`src/rtl/pwm_accum_pkg.sv`:
```
package pwm_accum_pkg;
  localparam int unsigned CTRL_W  = 32;
  localparam int unsigned EN_BIT  = 31;
  localparam int unsigned UPD_BIT = 30;
  localparam int unsigned BU_LSB  = 8;
  localparam int unsigned OTD_W   = 8;
endpackage

```
`src/rtl/pwm_ctrl_reg.sv`:
```
module pwm_ctrl_reg
  import pwm_accum_pkg::*;
#(
  parameter int unsigned BU_W = 8
) (
  input  logic              clk_i,
  input  logic              rst_ni,
  input  logic              wr_en_i,
  input  logic [CTRL_W-1:0] wr_data_i,
  input  logic              start_i,
  output logic              en_o,
  output logic [BU_W-1:0]   bu_act_o,
  output logic [OTD_W-1:0]  otd_act_o,
  output logic [CTRL_W-1:0] rd_data_o
);
  logic              en_q, upd_q;
  logic [BU_W-1:0]   bu_stage_q, bu_act_q;
  logic [OTD_W-1:0]  otd_stage_q, otd_act_q;
  logic              commit;

  assign commit = upd_q & start_i;

  always_ff @(posedge clk_i or negedge rst_ni) begin
    if (!rst_ni) begin
      en_q        <= 1'b0;
      upd_q       <= 1'b0;
      bu_stage_q  <= '0;
      otd_stage_q <= '0;
    end else begin
      if (wr_en_i) en_q <= wr_data_i[EN_BIT];
      if (upd_q) begin
        if (start_i) upd_q <= 1'b0;
      end else if (wr_en_i) begin
        // staged fields writable only while no update is pending
        upd_q       <= wr_data_i[UPD_BIT];
        bu_stage_q  <= wr_data_i[BU_LSB +: BU_W];
        otd_stage_q <= wr_data_i[OTD_W-1:0];
      end
    end
  end

  always_ff @(posedge clk_i or negedge rst_ni) begin
    if (!rst_ni) begin
      bu_act_q  <= '0;
      otd_act_q <= '0;
    end else if (commit) begin
      bu_act_q  <= bu_stage_q;
      otd_act_q <= otd_stage_q;
    end
  end

  always_comb begin
    rd_data_o                    = '0;
    rd_data_o[EN_BIT]            = en_q;
    rd_data_o[UPD_BIT]           = upd_q;
    rd_data_o[BU_LSB +: BU_W]    = bu_stage_q;
    rd_data_o[OTD_W-1:0]         = otd_stage_q;
  end

  assign en_o      = en_q;
  assign bu_act_o  = bu_act_q;
  assign otd_act_o = otd_act_q;

  p_flag_clears_r2: assert property (@(posedge clk_i) disable iff (!rst_ni)
    (upd_q && start_i) |=> !upd_q);
  p_commit_copies_r2: assert property (@(posedge clk_i) disable iff (!rst_ni)
    (upd_q && start_i) |=> (bu_act_q == $past(bu_stage_q) && otd_act_q == $past(otd_stage_q)));
  p_stage_frozen_r6: assert property (@(posedge clk_i) disable iff (!rst_ni)
    upd_q |=> ($stable(bu_stage_q) && $stable(otd_stage_q)));
  p_active_steady_r2: assert property (@(posedge clk_i) disable iff (!rst_ni)
    !start_i |=> ($stable(bu_act_q) && $stable(otd_act_q)));
endmodule

```
`src/rtl/pwm_phase_acc.sv`:
```
module pwm_phase_acc
  import pwm_accum_pkg::*;
#(
  parameter int unsigned BU_W = 8
) (
  input  logic             clk_i,
  input  logic             rst_ni,
  input  logic             en_i,
  input  logic [BU_W-1:0]  inc_i,
  output logic [OTD_W-1:0] top_o,
  output logic             start_o
);
  localparam int unsigned ACC_W = BU_W + OTD_W;

  logic [ACC_W-1:0] acc_q;
  logic [ACC_W:0]   sum;
  logic             first_q;

  assign sum     = {1'b0, acc_q} + {{(ACC_W + 1 - BU_W){1'b0}}, inc_i};
  assign start_o = en_i & (first_q | sum[ACC_W]);
  assign top_o   = acc_q[ACC_W-1 -: OTD_W];

  always_ff @(posedge clk_i or negedge rst_ni) begin
    if (!rst_ni) begin
      acc_q   <= '0;
      first_q <= 1'b1;
    end else if (!en_i) begin
      acc_q   <= '0;
      first_q <= 1'b1;
    end else begin
      acc_q   <= sum[ACC_W-1:0];
      first_q <= 1'b0;
    end
  end

  p_hold_zero_r1: assert property (@(posedge clk_i) disable iff (!rst_ni)
    !en_i |=> (acc_q == '0));
  p_restart_r8: assert property (@(posedge clk_i) disable iff (!rst_ni)
    (en_i && first_q) |-> (acc_q == '0));
  p_stall_r5: assert property (@(posedge clk_i) disable iff (!rst_ni)
    (en_i && inc_i == '0) |=> $stable(acc_q));
endmodule

```
`src/rtl/pwm_duty_cmp.sv`:
```
module pwm_duty_cmp
  import pwm_accum_pkg::*;
(
  input  logic             clk_i,
  input  logic             rst_ni,
  input  logic             en_i,
  input  logic [OTD_W-1:0] top_i,
  input  logic [OTD_W-1:0] otd_i,
  output logic             pwm_o
);
  logic pwm_q;

  always_ff @(posedge clk_i or negedge rst_ni) begin
    if (!rst_ni) pwm_q <= 1'b0;
    else         pwm_q <= en_i & (top_i > otd_i);
  end

  assign pwm_o = pwm_q;

  p_off_low_r1: assert property (@(posedge clk_i) disable iff (!rst_ni)
    !en_i |=> !pwm_o);
  p_max_div_low_r4: assert property (@(posedge clk_i) disable iff (!rst_ni)
    (otd_i == {OTD_W{1'b1}}) |=> !pwm_o);
endmodule

```
`src/rtl/pwm_accum_top.sv`:
```
module pwm_accum_top
  import pwm_accum_pkg::*;
#(
  parameter int unsigned BASE_UNIT_BITS = 8
) (
  input  logic        clk_i,
  input  logic        rst_ni,
  input  logic        wr_en_i,
  input  logic [31:0] wr_data_i,
  output logic [31:0] rd_data_o,
  output logic        pwm_o
);
  logic                      en;
  logic                      start;
  logic [BASE_UNIT_BITS-1:0] bu_act;
  logic [OTD_W-1:0]          otd_act;
  logic [OTD_W-1:0]          top;

  pwm_ctrl_reg #(.BU_W(BASE_UNIT_BITS)) u_reg (
    .clk_i     (clk_i),
    .rst_ni    (rst_ni),
    .wr_en_i   (wr_en_i),
    .wr_data_i (wr_data_i),
    .start_i   (start),
    .en_o      (en),
    .bu_act_o  (bu_act),
    .otd_act_o (otd_act),
    .rd_data_o (rd_data_o)
  );

  pwm_phase_acc #(.BU_W(BASE_UNIT_BITS)) u_acc (
    .clk_i   (clk_i),
    .rst_ni  (rst_ni),
    .en_i    (en),
    .inc_i   (bu_act),
    .top_o   (top),
    .start_o (start)
  );

  pwm_duty_cmp u_cmp (
    .clk_i  (clk_i),
    .rst_ni (rst_ni),
    .en_i   (en),
    .top_i  (top),
    .otd_i  (otd_act),
    .pwm_o  (pwm_o)
  );

  p_reset_low_r9: assert property (@(posedge clk_i) $rose(rst_ni) |-> (!pwm_o && rd_data_o == '0));
  p_flag_set_only_on_write_r2: assert property (@(posedge clk_i) disable iff (!rst_ni)
    (!rd_data_o[UPD_BIT] && !wr_en_i) |=> !rd_data_o[UPD_BIT]);
endmodule

```
`config.mk`:
```
export PLATFORM = sky130hd
export DESIGN_NAME = pwm_accum_top
export DESIGN_NICKNAME = d
export VERILOG_FILES = /design/src/rtl/pwm_accum_pkg.sv /design/src/rtl/pwm_ctrl_reg.sv /design/src/rtl/pwm_phase_acc.sv /design/src/rtl/pwm_duty_cmp.sv /design/src/rtl/pwm_accum_top.sv
export SDC_FILE = /design/constraint.sdc
export NUM_CORES = 1
export LEC_CHECK = 0
export ABC_CLOCK_PERIOD_IN_PS = 6450
export CAP_MARGIN = 20
export CORE_AREA = 2 2 75 77
export DETAILED_ROUTE_END_ITERATION = 8
export DIE_AREA = 0 0 77 79
export GPL_ROUTABILITY_DRIVEN = 0
export PLACE_DENSITY = 0.9
export SYNTH_ARGS = -nofsm -noshare
export SYNTH_HDL_FRONTEND = slang
export SYNTH_SLANG_ARGS = --single-unit
```
`constraint.sdc`:
```
create_clock -name clk_i -period 6.45 [get_ports clk_i]
set_input_delay 0.9675 -clock clk_i [delete_from_list [all_inputs] [get_ports clk_i]]
set_output_delay 0.9675 -clock clk_i [all_outputs]
set_load 0.05 [all_outputs]
```
==> reports/qor.yml <==
outcome:
  status: "finished clean"
timing:
  worst_slew_pin_slew_ps: 927
  final.setup.worst_slack_ps: 3450
  min_period_ps: 3000
  period_share_pct: 46.5
  hold_viol: 0
  maxSlewViolCount: 0
  fin_skew_ps: 11.2
  setup_viol: 0
  relSlewSlack_pct: 38.2
  max_freq_ghz: 0.334
  grt_setup_unrepaired: "false"
  tns_ps: 0
yosys:
  synth-warning-count: 0
  syn_area_um2: 2630
  synth_edf_count: 0
  synth_top_area_share_pct: 48.6
  async_flop_share_pct: 100
  synth_cell_type_count: 38
  yosys_register_bits: 52
  syn_area_per_cell_um2: 11.9
  synth_flop_cell: "dfrtp_1"
  yosysSeqAreaShare_pct: 49.6
  syn_inst: 221
  yosysTopAreaCell: "dfrtp_1"
  netlist_top_cells_area: "dfrtp_1 49%, mux2_2 14%, ha_1 7.6%, buf_4 4.6%, o21a_1 2.3%"
clock_tree:
  cts_resized: 0
  insertion_delay_ps: 310
  cts_made_buffers: 5
  cts_setup_buffers: 0
  cts.hold.buffers_added: 0
  tritoncts: "yes"
  htreeDepth: 2
  clock_sinks: 52
  clkTransAtPathRegs_ps: 80
  root_buffer: "clkbuf_8"
  cts_max_path_buffers: 2
route:
  vias: 1746
  drc_errors: 0
  drt-pass1-iter-count: 4
  wl_per_cell_um: 15.0
  postRouteAntennaNets: 0
  finalWirelength_um: 4980
  drtIter0Drc: 75
  via_per_inst: 5.24
critical_path:
  r2r_slack_ps: 3450
  critPathLaunchType: "flip-flop"
  critPathMaxFanout: 17
  worstRegToRegCells: 8
  reg2reg_from: "u_reg.bu_act_o[0]"
  crit_type: "reg2reg"
  cp-end-kind: "flip-flop"
  regToRegEndpoint: "u_reg.otd_act_o[5]"
  path_cells: "ha_1 -> inv_1 -> fa_1 -> nand2b_1 -> a21oi_2 -> a31oi_4 -> o31ai_4 -> mux2_2"
  worstPathArrival_ps: 3180
  slowest_delay_ps: 850
  critPathRequiredTime_ps: 6630
  slowest_stage: "o31ai_4"
layout:
  nets: 313
  antenna_cells: 0
  fill_cells: 435
  multi_input_area_um2: 1180
  ff_latch_area_um2: 1300
  areaGrowthSynthToFinish_pct: 18.6
  drive_gt1_share_pct: 17.6
hold_path:
  min_path_type: "reg2reg"
  worstHoldEndpoint: "u_reg.otd_act_o[4]"
  hold_depth: 1
  hold_start: "u_reg.otd_act_o[4]"
grt:
  grt_pass1_wl_um: 8540
  antenna_found_initial: 0
  grt_max_degree: 53
  grt_pass1_vias: 1820
  track_usage_pct: 17.9
  overflow: 0
placement:
  dp_slack_ps: 3530
  port_buffers: 39
  hpwl_um: 3390
die:
  floorplan.initialDensity_pct: 49.2
  die-area_um2: 6080
  io_pins: 68
  rows: 27
  die_w_um: 77
  die_h_um: 79
  core-area_um2: 5340
flow_run:
  maxCapViolations: 0
power_and_ir_drop:
  p_leak_uw: 0.00140
  vdd_drop_max_mv: 0.274
  powerDensity_nw_per_um2: 463
-- power by group --
part / internal, uW / switching, uW / leakage, uW
Clock: 95.7 / 100 / 0.0000503
Combinational: 292 / 430 / 0.000710
Sequential: 445 / 81.2 / 0.000640
Total: 833 / 611 / 0.00140
-- critical path, delay by kind of cell, from the launching register on --
family                     cells  cell delay (ps)
AOI/OAI and AO/OA              3             1220
DFF                            1              360
muxes                          1              420
buffers and inverters          1               80
adders and majority gates      2              600
and+or+nand+nor                1              200
-- final cells by class --
type	instances	share of cell area, %
sequential	52	41.8
multi-input combinational	148	37.8
timing repair buffer	41	12.9
clock buffer	7	3.09
tap	72	2.89
inverter	13	1.57
-- state kept, by name, indices dropped and copies added, names as in the netlist, 8 cells and up --
name / cells
u_acc.acc_q: 16
u_reg.bu_act_o: 8
u_reg.bu_stage_q: 8
u_reg.otd_act_o: 8
u_reg.otd_stage_q: 8
-- synth_stat cells (2+ instances only) --
cell / n
ha_1: 16
nor2b_1: 2
a21o_1: 5
mux2_2: 32
dfrtp_1: 51
o21ai_0: 4
inv_1: 13
xor2_1: 5
o21ai_1: 2
o21a_1: 8
nor2_1: 11
xnor2_1: 2
or3_1: 2
nand2_1: 5
nand3_1: 4
nand2b_1: 5
nor3_1: 3
buf_4: 16
o211ai_1: 3
a21oi_1: 10
nand4_1: 3
clkbuf_1: 3
-- metrics by stage --
stage          hold WS [ps]  cell area [um2]  cells  util, %  power [uW]
3_3_place_gp            492             3020    326     56.6        1200
6_report                515             3120    333     58.4        1440
4_1_cts                 519             3120    333     58.4        1450
2_1_floorplan           481             2680    234        -        1050
5_1_grt                 534             3120    333     58.4        1530
3_5_place_dp            495             3020    326     56.6        1240
-- cell families after synthesis --
logic type      count (synthesis)  share of synthesized area, %
xor+xnor                        7                          2.33
compound gates                 40                          11.0
fa+ha+maj                      17                          8.38
mux                            33                          14.1
simple gates                   37                          7.00
flops                          52                          49.6
other cells                     1                         0.143
buf+inv                        34                          7.43
-- placed cells by master, fill, tap and decap left out, drive strengths merged --
cell type / Yosys / routed
xor2: 5 / 5
o21a: 8 / 8
nand2b: 5 / 5
a41oi: 1 / 1
dfrtp: 51 / 51
dfstp: 1 / 1
a21o: 5 / 5
clkbuf: 3 / 7
a31oi: 2 / 2
or3: 2 / 2
xnor2: 2 / 2
o21bai: 1 / 1
nand2: 5 / 5
and2: 1 / 1
ha: 16 / 16
nand4: 3 / 3
clkdlybuf4s50: 0 / 38
o21ai: 6 / 6
nor2b: 2 / 2
mux2i: 1 / 1
a211oi: 1 / 1
buf: 18 / 3
conb: 1 / 14
o31ai: 2 / 2
nor2: 11 / 11
inv: 13 / 13
a21oi: 11 / 11
nor3: 3 / 3
o211ai: 3 / 3
and2b: 1 / 1
mux2: 32 / 32
fa: 1 / 1
nand3: 4 / 4
-- worst max path at each step --
stage                      startpoint                 end  slack (ps)  cells past startpoint
floorplan           u_reg.bu_act_o[0]   u_reg.bu_act_o[5]        3960                      9
global placement    u_reg.bu_act_o[0]   u_reg.bu_act_o[3]        3550                      8
detailed placement  u_reg.bu_act_o[0]  u_reg.otd_act_o[0]        3530                      8
CTS                 u_reg.bu_act_o[0]  u_reg.otd_act_o[5]        3450                      8
finish              u_reg.bu_act_o[0]  u_reg.otd_act_o[5]        3450                      8
global route        u_reg.bu_act_o[0]   u_reg.bu_act_o[1]        3300                      8
-- metal layers --
layer,vias to the layer above,routed length [um],GRT usage (%)
li1,817,-,-
met3,14,148,2.50
met2,48,2550,31.4
met4,0,157,8.75
met1,867,2130,21.9
met5,-,0,0
Power figures use the tool's default switching activity.
